## config.mk

```make
export PLATFORM = sky130hd
export DESIGN_NAME = trace_msg_queue
export DESIGN_NICKNAME = d
export VERILOG_FILES = /design/src/rtl/tmq_pkg.sv /design/src/rtl/tmq_prio_arb.sv /design/src/rtl/tmq_fifo.sv /design/src/rtl/trace_msg_queue.sv
export SDC_FILE = /design/constraint.sdc
export NUM_CORES = 1
export LEC_CHECK = 0
export CAP_MARGIN = 5
export CELL_PAD_IN_SITES_DETAIL_PLACEMENT = 1
export CELL_PAD_IN_SITES_GLOBAL_PLACEMENT = 2
export CORE_ASPECT_RATIO = 0.9
export CORE_MARGIN = 1
export CORE_UTILIZATION = 41
export CTS_BUF_LIST = sky130_fd_sc_hd__clkbuf_4 sky130_fd_sc_hd__clkbuf_8
export DETAILED_ROUTE_END_ITERATION = 16
export HOLD_SLACK_MARGIN = 0.08
export MAX_ROUTING_LAYER = met4
export PLACE_DENSITY = 0.82
export SLEW_MARGIN = 40
export SYNTH_ARGS = -nofsm -noshare
export SYNTH_HDL_FRONTEND = slang
export SYNTH_SLANG_ARGS = --single-unit
```

## constraint.sdc

```tcl
create_clock -name clk -period 3.2 [get_ports clk]
set_input_delay 0.32 -clock clk [delete_from_list [all_inputs] [get_ports clk]]
set_output_delay 0.32 -clock clk [all_outputs]
set_load 0.03 [all_outputs]
```

## src/rtl/tmq_pkg.sv

```systemverilog
package tmq_pkg;
    localparam int NSRC = 4;
    localparam logic [2:0] K_WP   = 3'd0;
    localparam logic [2:0] K_OWN  = 3'd1;
    localparam logic [2:0] K_BR   = 3'd2;
    localparam logic [2:0] K_DT   = 3'd3;
    localparam logic [2:0] K_ERR  = 3'd4;
    // arbitration slot indices, highest priority at bit 0
    localparam int S_WP  = 0;
    localparam int S_OWN = 1;
    localparam int S_ERR = 2;
    localparam int S_BR  = 3;
    localparam int S_DT  = 4;
    localparam int NSLOT = 5;
endpackage

```

## src/rtl/tmq_prio_arb.sv

```systemverilog
module tmq_prio_arb #(
    parameter int N = 5
) (
    input  logic [N-1:0] req,
    output logic [N-1:0] grant
);
    // lowest index wins: isolate the least significant set bit
    always_comb begin
        grant = req & (~req + N'(1));
    end
endmodule

```

## src/rtl/tmq_fifo.sv

```systemverilog
module tmq_fifo #(
    parameter int DEPTH = 8,
    parameter int W     = 20,
    localparam int AW   = (DEPTH > 1) ? $clog2(DEPTH) : 1,
    localparam int CW   = $clog2(DEPTH + 1)
) (
    input  logic          clk,
    input  logic          rst_n,
    input  logic          wr_en,
    input  logic [W-1:0]  wr_data,
    input  logic          rd_en,
    output logic [W-1:0]  rd_data,
    output logic [CW-1:0] count
);
    typedef struct packed {
        logic [DEPTH-1:0][W-1:0] mem;
        logic [AW-1:0]           wptr;
        logic [AW-1:0]           rptr;
        logic [CW-1:0]           cnt;
    } fifo_st_t;

    fifo_st_t fifo_d, fifo_q;

    always_comb begin
        fifo_d = fifo_q;
        if (wr_en) begin
            fifo_d.mem[fifo_q.wptr] = wr_data;
            fifo_d.wptr = (fifo_q.wptr == AW'(DEPTH - 1)) ? '0 : fifo_q.wptr + 1'b1;
        end
        if (rd_en) begin
            fifo_d.rptr = (fifo_q.rptr == AW'(DEPTH - 1)) ? '0 : fifo_q.rptr + 1'b1;
        end
        case ({wr_en, rd_en})
            2'b10:   fifo_d.cnt = fifo_q.cnt + 1'b1;
            2'b01:   fifo_d.cnt = fifo_q.cnt - 1'b1;
            default: fifo_d.cnt = fifo_q.cnt;
        endcase
    end

    always_ff @(posedge clk or negedge rst_n) begin
        if (!rst_n) fifo_q <= '0;
        else        fifo_q <= fifo_d;
    end

    assign rd_data = fifo_q.mem[fifo_q.rptr];
    assign count   = fifo_q.cnt;
endmodule

```

## src/rtl/trace_msg_queue.sv

```systemverilog
module trace_msg_queue
    import tmq_pkg::*;
#(
    parameter int DEPTH = 8,
    parameter int PW    = 16,
    localparam int EW   = PW + 4,
    localparam int CW   = $clog2(DEPTH + 1)
) (
    input  logic          clk,
    input  logic          rst_n,
    input  logic          wp_valid,
    input  logic [PW-1:0] wp_data,
    input  logic          own_valid,
    input  logic [PW-1:0] own_data,
    input  logic          br_valid,
    input  logic [PW-1:0] br_data,
    input  logic          dt_valid,
    input  logic [PW-1:0] dt_data,
    output logic          out_valid,
    input  logic          out_ready,
    output logic [2:0]    out_kind,
    output logic          out_sync,
    output logic [PW-1:0] out_data,
    output logic          br_lost,
    output logic          ovr_active,
    output logic          sync_req
);
    typedef struct packed {
        logic            ovr;
        logic [NSRC-1:0] mask;
        logic            coll;
        logic            need_sync;
    } ctl_st_t;

    ctl_st_t ctl_d, ctl_q;

    logic [NSRC-1:0]  vld;
    logic [NSLOT-1:0] req, grant;
    logic             wr_en, rd_en, full, empty;
    logic [EW-1:0]    wr_entry, rd_entry;
    logic [CW-1:0]    count;
    logic [PW-1:0]    err_pay;

    assign vld = {dt_valid, br_valid, own_valid, wp_valid};

    always_comb begin
        req        = '0;
        req[S_WP]  = wp_valid;
        req[S_OWN] = own_valid;
        req[S_ERR] = ctl_q.coll;
        req[S_BR]  = br_valid;
        req[S_DT]  = dt_valid;
    end

    tmq_prio_arb #(.N(NSLOT)) u_arb (
        .req   (req),
        .grant (grant)
    );

    assign full  = (count == CW'(DEPTH));
    assign empty = (count == '0);
    assign rd_en = out_valid && out_ready;

    always_comb begin
        ctl_d    = ctl_q;
        wr_en    = 1'b0;
        wr_entry = '0;
        br_lost  = 1'b0;
        err_pay  = '0;
        if (ctl_q.ovr) begin
            // draining: nothing new enters, remember who tried
            br_lost = br_valid;
            if (empty) begin
                err_pay[4]   = 1'b1;
                err_pay[3:0] = ctl_q.mask | vld;
                wr_en        = 1'b1;
                wr_entry     = {K_ERR, 1'b0, err_pay};
                ctl_d.ovr    = 1'b0;
                ctl_d.mask   = '0;
            end else begin
                ctl_d.mask = ctl_q.mask | vld;
            end
        end else if (|grant) begin
            if (full) begin
                br_lost         = br_valid;
                ctl_d.ovr       = 1'b1;
                ctl_d.mask      = vld | (ctl_q.coll ? 4'b0100 : 4'b0000);
                ctl_d.coll      = 1'b0;
                ctl_d.need_sync = 1'b1;
            end else begin
                wr_en   = 1'b1;
                br_lost = br_valid && !grant[S_BR];
                if (grant[S_WP]) begin
                    wr_entry = {K_WP, 1'b0, wp_data};
                end else if (grant[S_OWN]) begin
                    wr_entry = {K_OWN, 1'b0, own_data};
                end else if (grant[S_ERR]) begin
                    err_pay[2] = 1'b1;
                    wr_entry   = {K_ERR, 1'b0, err_pay};
                    ctl_d.coll = 1'b0;
                end else if (grant[S_BR]) begin
                    wr_entry        = {K_BR, ctl_q.need_sync, br_data};
                    ctl_d.need_sync = 1'b0;
                end else begin
                    wr_entry = {K_DT, 1'b0, dt_data};
                end
                if (br_lost) begin
                    ctl_d.need_sync = 1'b1;
                    if (wp_valid || own_valid) ctl_d.coll = 1'b1;
                end
            end
        end
    end

    always_ff @(posedge clk or negedge rst_n) begin
        if (!rst_n) begin
            ctl_q           <= '0;
            ctl_q.need_sync <= 1'b1;
        end else begin
            ctl_q <= ctl_d;
        end
    end

    tmq_fifo #(.DEPTH(DEPTH), .W(EW)) u_fifo (
        .clk     (clk),
        .rst_n   (rst_n),
        .wr_en   (wr_en),
        .wr_data (wr_entry),
        .rd_en   (rd_en),
        .rd_data (rd_entry),
        .count   (count)
    );

    assign out_valid  = !empty;
    assign out_kind   = rd_entry[EW-1 -: 3];
    assign out_sync   = rd_entry[PW];
    assign out_data   = rd_entry[PW-1:0];
    assign ovr_active = ctl_q.ovr;
    assign sync_req   = ctl_q.need_sync;
endmodule

```

Word-level counts from Yosys, hierarchy flattened
Index checks and enable logic that the tools add are counted.
{"block": "op_classes", "mul": 0, "eq_ne": 8, "n_reduce_logical": 15, "n_shift": 0, "addsub": 5, "bitwise_logic": 5, "n_mux": 37, "order_cmp": 3, "div_mod_pow": 0}
{"cell": "$mux W20", "n": 9}
{"cell": "$bwmux W160", "n": 1}
{"cell": "$bmux W20 S3", "n": 1}
{"cell": "$demux W20 S3", "n": 1}
{"cell": "$mux W18", "n": 1}
{"cell": "$mux W1", "n": 12}
{"cell": "$mux W5", "n": 2}
{"cell": "$mux W3", "n": 3}
{"cell": "$ne A3 B1 Y1 const B", "n": 3}
{"cell": "$lt A3 B4 Y1 const B", "n": 2}
{"cell": "$mux W2", "n": 4}
{"cell": "$pmux W4 S2", "n": 1}
{"cell": "$mux W7", "n": 1}
{"cell": "$add A3 B1 Y3 const B", "n": 2}
{"cell": "$eq A3 B3 Y1 const B", "n": 2}
{"cell": "$reduce_and A6 Y1", "n": 1}
{"cell": "$reduce_bool A2 Y1", "n": 3}
{"cell": "$add A5 B1 Y5 const B", "n": 1}
{"cell": "$and A5 B5 Y5", "n": 1}
{"cell": "$not A5 Y5", "n": 1}
{"cell": "$reduce_or A5 Y1", "n": 1}
{"cell": "$add A4 B1 Y4 const B", "n": 1}
{"cell": "$eq A4 B4 Y1 const B", "n": 1}
{"cell": "$logic_not A4 Y1", "n": 1}
{"cell": "other kinds (13)", "n": 17}
{"block": "word_totals", "mem_bits_rw": 0, "mem_bits_ro": 0, "wordCells": 88, "in_bits": 71, "regBits": 177, "latchBits": 0, "memories": 0, "output_inout_bits": 24}

Logic depth before layout (Yosys ltp)
{"block": "logic_depth", "word_depth": 12, "ltp_mapped": 14, "ltp_nobuf": 11}

Cells and area by module
A second synthesis with hierarchy kept.
{"block": "unflattened", "cells_unflattened": 610, "hier_area_um2": 9007.4}
{"mod": "tmq_fifo", "n_inst": 1, "area_per_inst_um2": 7852.5, "cells_per_inst": 466}
{"mod": "trace_msg_queue", "n_inst": 1, "area_per_inst_um2": 1099.8, "cells_per_inst": 138}
{"mod": "tmq_prio_arb", "n_inst": 1, "area_per_inst_um2": 55.1, "cells_per_inst": 6}

Least setup slack after synthesis
No wires, ideal clock.
{"block": "synth_path", "kind": "register to register", "start": "register u_fifo.fifo_q, in the netlist u_fifo.count[1]", "end": "register u_fifo.fifo_q, in the netlist u_fifo.count[2]", "t_required_ns": 3.070, "setup_slack_ns": 0.317, "arrival_ns": 2.753, "synth_period_minus_slack_ns": 2.883, "stages_incl_launch_ff": 15, "setup_time_ns": 0.130, "n_path_buf": 3, "path_cell_list": "dfrtp_1 buf_6 or4_4 buf_6 or2_4 buf_6 nand2_1 inv_1 ha_1 xor2_1 ha_1 a21oi_1 xor2_1 nor2_1 xor2_1"}
{"element": "start: declaration", "line_no": "tmq_fifo.sv:22", "text": "fifo_st_t fifo_d, fifo_q;"}
{"element": "start signal: assignment", "line_no": "tmq_fifo.sv:42", "text": "else fifo_q <= fifo_d;"}
{"element": "$logic_not A4 Y1 (*)", "line_no": "trace_msg_queue.sv:61", "text": "assign empty = (count == '0);"}
{"element": "$logic_not A1 Y1 (*)", "line_no": "trace_msg_queue.sv:134", "text": "assign out_valid = !empty;"}
{"element": "net out_valid", "line_no": "trace_msg_queue.sv:19", "text": "output logic out_valid,"}
{"element": "$logic_and A1 B1 Y1 (*)", "line_no": "trace_msg_queue.sv:62", "text": "assign rd_en = out_valid && out_ready;"}
{"element": "$eq A2 B1 Y1 or $eq A2 B2 Y1 (tied branches)", "line_no": "tmq_fifo.sv:33", "text": "case ({wr_en, rd_en})"}
{"element": "$pmux W4 S2 or $reduce_bool A2 Y1 (tied branches)"}
The timed path passes the listed nets; every way through them passes the cells marked *.
A chain may end at the register's enable or synchronous reset.

Worst setup path in the final report
{"block": "layout_path", "start": "register u_fifo.fifo_q[4] in the netlist's numbering", "end": "output port out_data[11]"}
{"block": "layout_via", "elab_chain_cells": 2}
{"element": "$bmux W20 S3", "line_no": "tmq_fifo.sv:45", "text": "assign rd_data = fifo_q.mem[fifo_q.rptr];"}
{"element": "$mux W20 (implied by the code)", "line_no": "tmq_fifo.sv:45"}
{"element": "end: declaration", "line_no": "trace_msg_queue.sv:23", "text": "output logic [PW-1:0] out_data,"}
Every way passes these cells. The select of a mux whose other input is x is not followed.

==> results.md <==
- Detail Route Antenna Nets: 0
- Total wire length: 24.5 mm
- EDFF count, synth: 0
- Most frequent cells in the layout: dfrtp_1, mux2_2, clkdlybuf4s50_1
- Clock sink count: 177
- Outcome: complete, no violations
- Clock Skew: 0.0180 ns
- Ys Warns: 0
- Layout cell share with drive strength beyond 1: 0.294
- Drt wl/cell: 23.5 µm
- Yosys top cell by area: dfrtp_1
- Worst-path clk slew: 0.10 ns
- Critical path fanouts, max: 11
- Crit path max-delay cell type: clkdlybuf4s50_1
- Area Growth Syn to Fin: 21.3%
- Chip width: 155 µm
- CTS Buffer Depth: 2
- Achievable frequency: 333 MHz
- RSZ-0062 raised after global routing: no
- Core ar.: 0.0208 mm²
- Largest cells by area after synthesis: dfrtp_1, mux2_2, mux4_2
- Clk root buf: clkbuf_8
- Layout Nets: 821
- Post-synthesis register bit count: 177
- Total negative slack: 0 ns
- Starting density of the core: 0.418
- Setup CP Type: reg2out
- Routability cong.: 0.806
- CP startpoint kind: flop
- Worst Max-Slew Pin Slew: 0.783 ns
- Initial antenna violation count: 0
- DRC Markers: 0
- Cell area power density: 1050 mW/mm²
- Total CTS buffers: 17
- Site Rows: 50
- Ys flop type: dfrtp_1
- Min-Delay Path Class: in2async
- Post-synthesis sequential area ratio: 0.510
- Crit path arrival time: 2.69 ns
- Number of top-level pins: 95
- Syn Std Cell Area: 0.00868 mm²
- Mapped Nets: 724
- FILL cells: 2092
- All-Layer GR Usage: 0.249
- Fin crit period: 3.01 ns
- CP endpoint kind: output pin
- Post-synthesis cell type count: 56
- CTS tree: built
- Period utilization: 0.940
- Synth top area share: 0.507
- Largest net degree at the start of global routing: 117
- Leak Pwr: 0.00445 µW
- Vias: 6090
- Commonest non-fill, non-tap cell in the layout: dfrtp_1
- DIE AREA: 0.0218 mm²
- Vias in the first global route: 6865
- GRT overflow: 0
- # port buffers: 94
- Final setup vio count: 0
- First-pass GRT wire length: 39.8 mm
- Worst skew pair latency: 0.47 ns
- Final HPWL DP: 16.4 mm
- Post-Syn Instances: 646
- Rel. slew slack: 0.474
- CTS H-tree depth: 4
- N_diodes: 0
- Avg Inst Size Synth: 13.4 µm²
- Peak supply drop: 0.686 mV
- Max Slew Vio Count: 0
- Final Hold Violating Endpoints: 0
- Maxcap violations: 0
- CP max stage delay: 0.60 ns
- Die Height: 140 µm
- Core Util, Final: 0.507
- Initial DRC count: 315
- Req. time, crit path: 2.88 ns
- Vias/cell: 5.84
- Detailed Routing Iterations Pass 1: 6
- Ys async rst share: 1.00
- Crit-path cells: buf_4 -> mux4_2 -> mux2_2 -> clkdlybuf4s50_1
-- worst paths after layout --
path | to | cells after the start | slack (ns) | startpoint
min | u_fifo.fifo_q[116] | 2 | 0.32 | rst_n
max | out_data[11] | 4 | 0.19 | u_fifo.fifo_q[4]
max reg2reg | u_fifo.count[2] | 11 | 0.21 | u_fifo.count[1]
min reg2reg | u_fifo.fifo_q[156] | 1 | 0.50 | u_fifo.fifo_q[156]
max in group asynchronous | u_fifo.fifo_q[162] | 4 | 1.93 | rst_n
min in group clk | ctl_q[5] | 3 | 0.47 | dt_valid
-- cell families after synthesis --
kind of cell    share of synthesized area
fa+ha+maj                          0.0101
xor+xnor                          0.00504
mux                                 0.235
buf+inv                            0.0369
flops                               0.510
compound gates                      0.155
simple gates                       0.0476
-- state kept, by name, summed over array words and instances (netlist names) --
signal,flops
u_fifo.fifo_q,166
u_fifo.count,4
sync_req,1
ovr_active,1
ctl_q,5
-- layer usage --
layer  track usage  part of all wire  up-vias
met5             -                 0        -
met4        0.0640             0.014        0
met3        0.0421             0.036       28
met2         0.418              0.52      119
met1         0.313              0.43     3270
li1              -                 -     2673
-- Yosys cell counts (all sizes together), types with 5 or more instances --
library cell  count
dfrtp           176
mux2             94
o2bb2ai          88
mux4             40
clkbuf           32
buf              23
o21ai            23
nor2             21
inv              19
nand2            18
a221o            12
mux2i             8
a21oi             7
ha                7
nand3             6
nor3              6
nor2b             5
-- where the power goes --
group	total, µW	internal [µW]	leakage [µW]	switching, µW
clock network	1630	753	0.000207	872
logic	5450	2730	0.00201	2720
registers	3960	3240	0.00223	715
-- stage by stage --
step	setup WS (ns)	cell area [µm²]	cells	total power, µW	hold WS, ns
after detailed placement	0.225	10000	1004	9400	0.451
after global routing	0.0300	10500	1042	11700	0.309
after global placement	0.343	10000	1004	9070	0.466
after CTS	0.0588	10500	1037	11100	0.433
after floorplan	0.317	8680	646	7510	0.0244
final	0.193	10500	1042	11000	0.320
-- what timing repair did --
item,CTS,global route
setup endpoints to repair,8,4
pin swaps,0,0
hold buffers,1,0
gates resized for setup,1,0
buffers inserted,0,4
hold endpoints to repair,112,0
-- area by class of cell --
cell class / count / area [µm²] / share of cell area
timing repair buffer: 133 / 1300 / 0.123
multi-input combinational: 395 / 3950 / 0.375
clock inverter: 13 / 151 / 0.0144
inverter: 19 / 71.3 / 0.00677
clock buffer: 19 / 262 / 0.0248
tap: 286 / 358 / 0.0340
sequential: 177 / 4430 / 0.421
-- worst max-delay path: cells and delay by family, from the launching register on --
kind     cells  cell delay, ns
mux          2            0.81
buf+inv      2            0.86
flops        1            0.55
No activity file was read; power rests on OpenSTA's default activity.
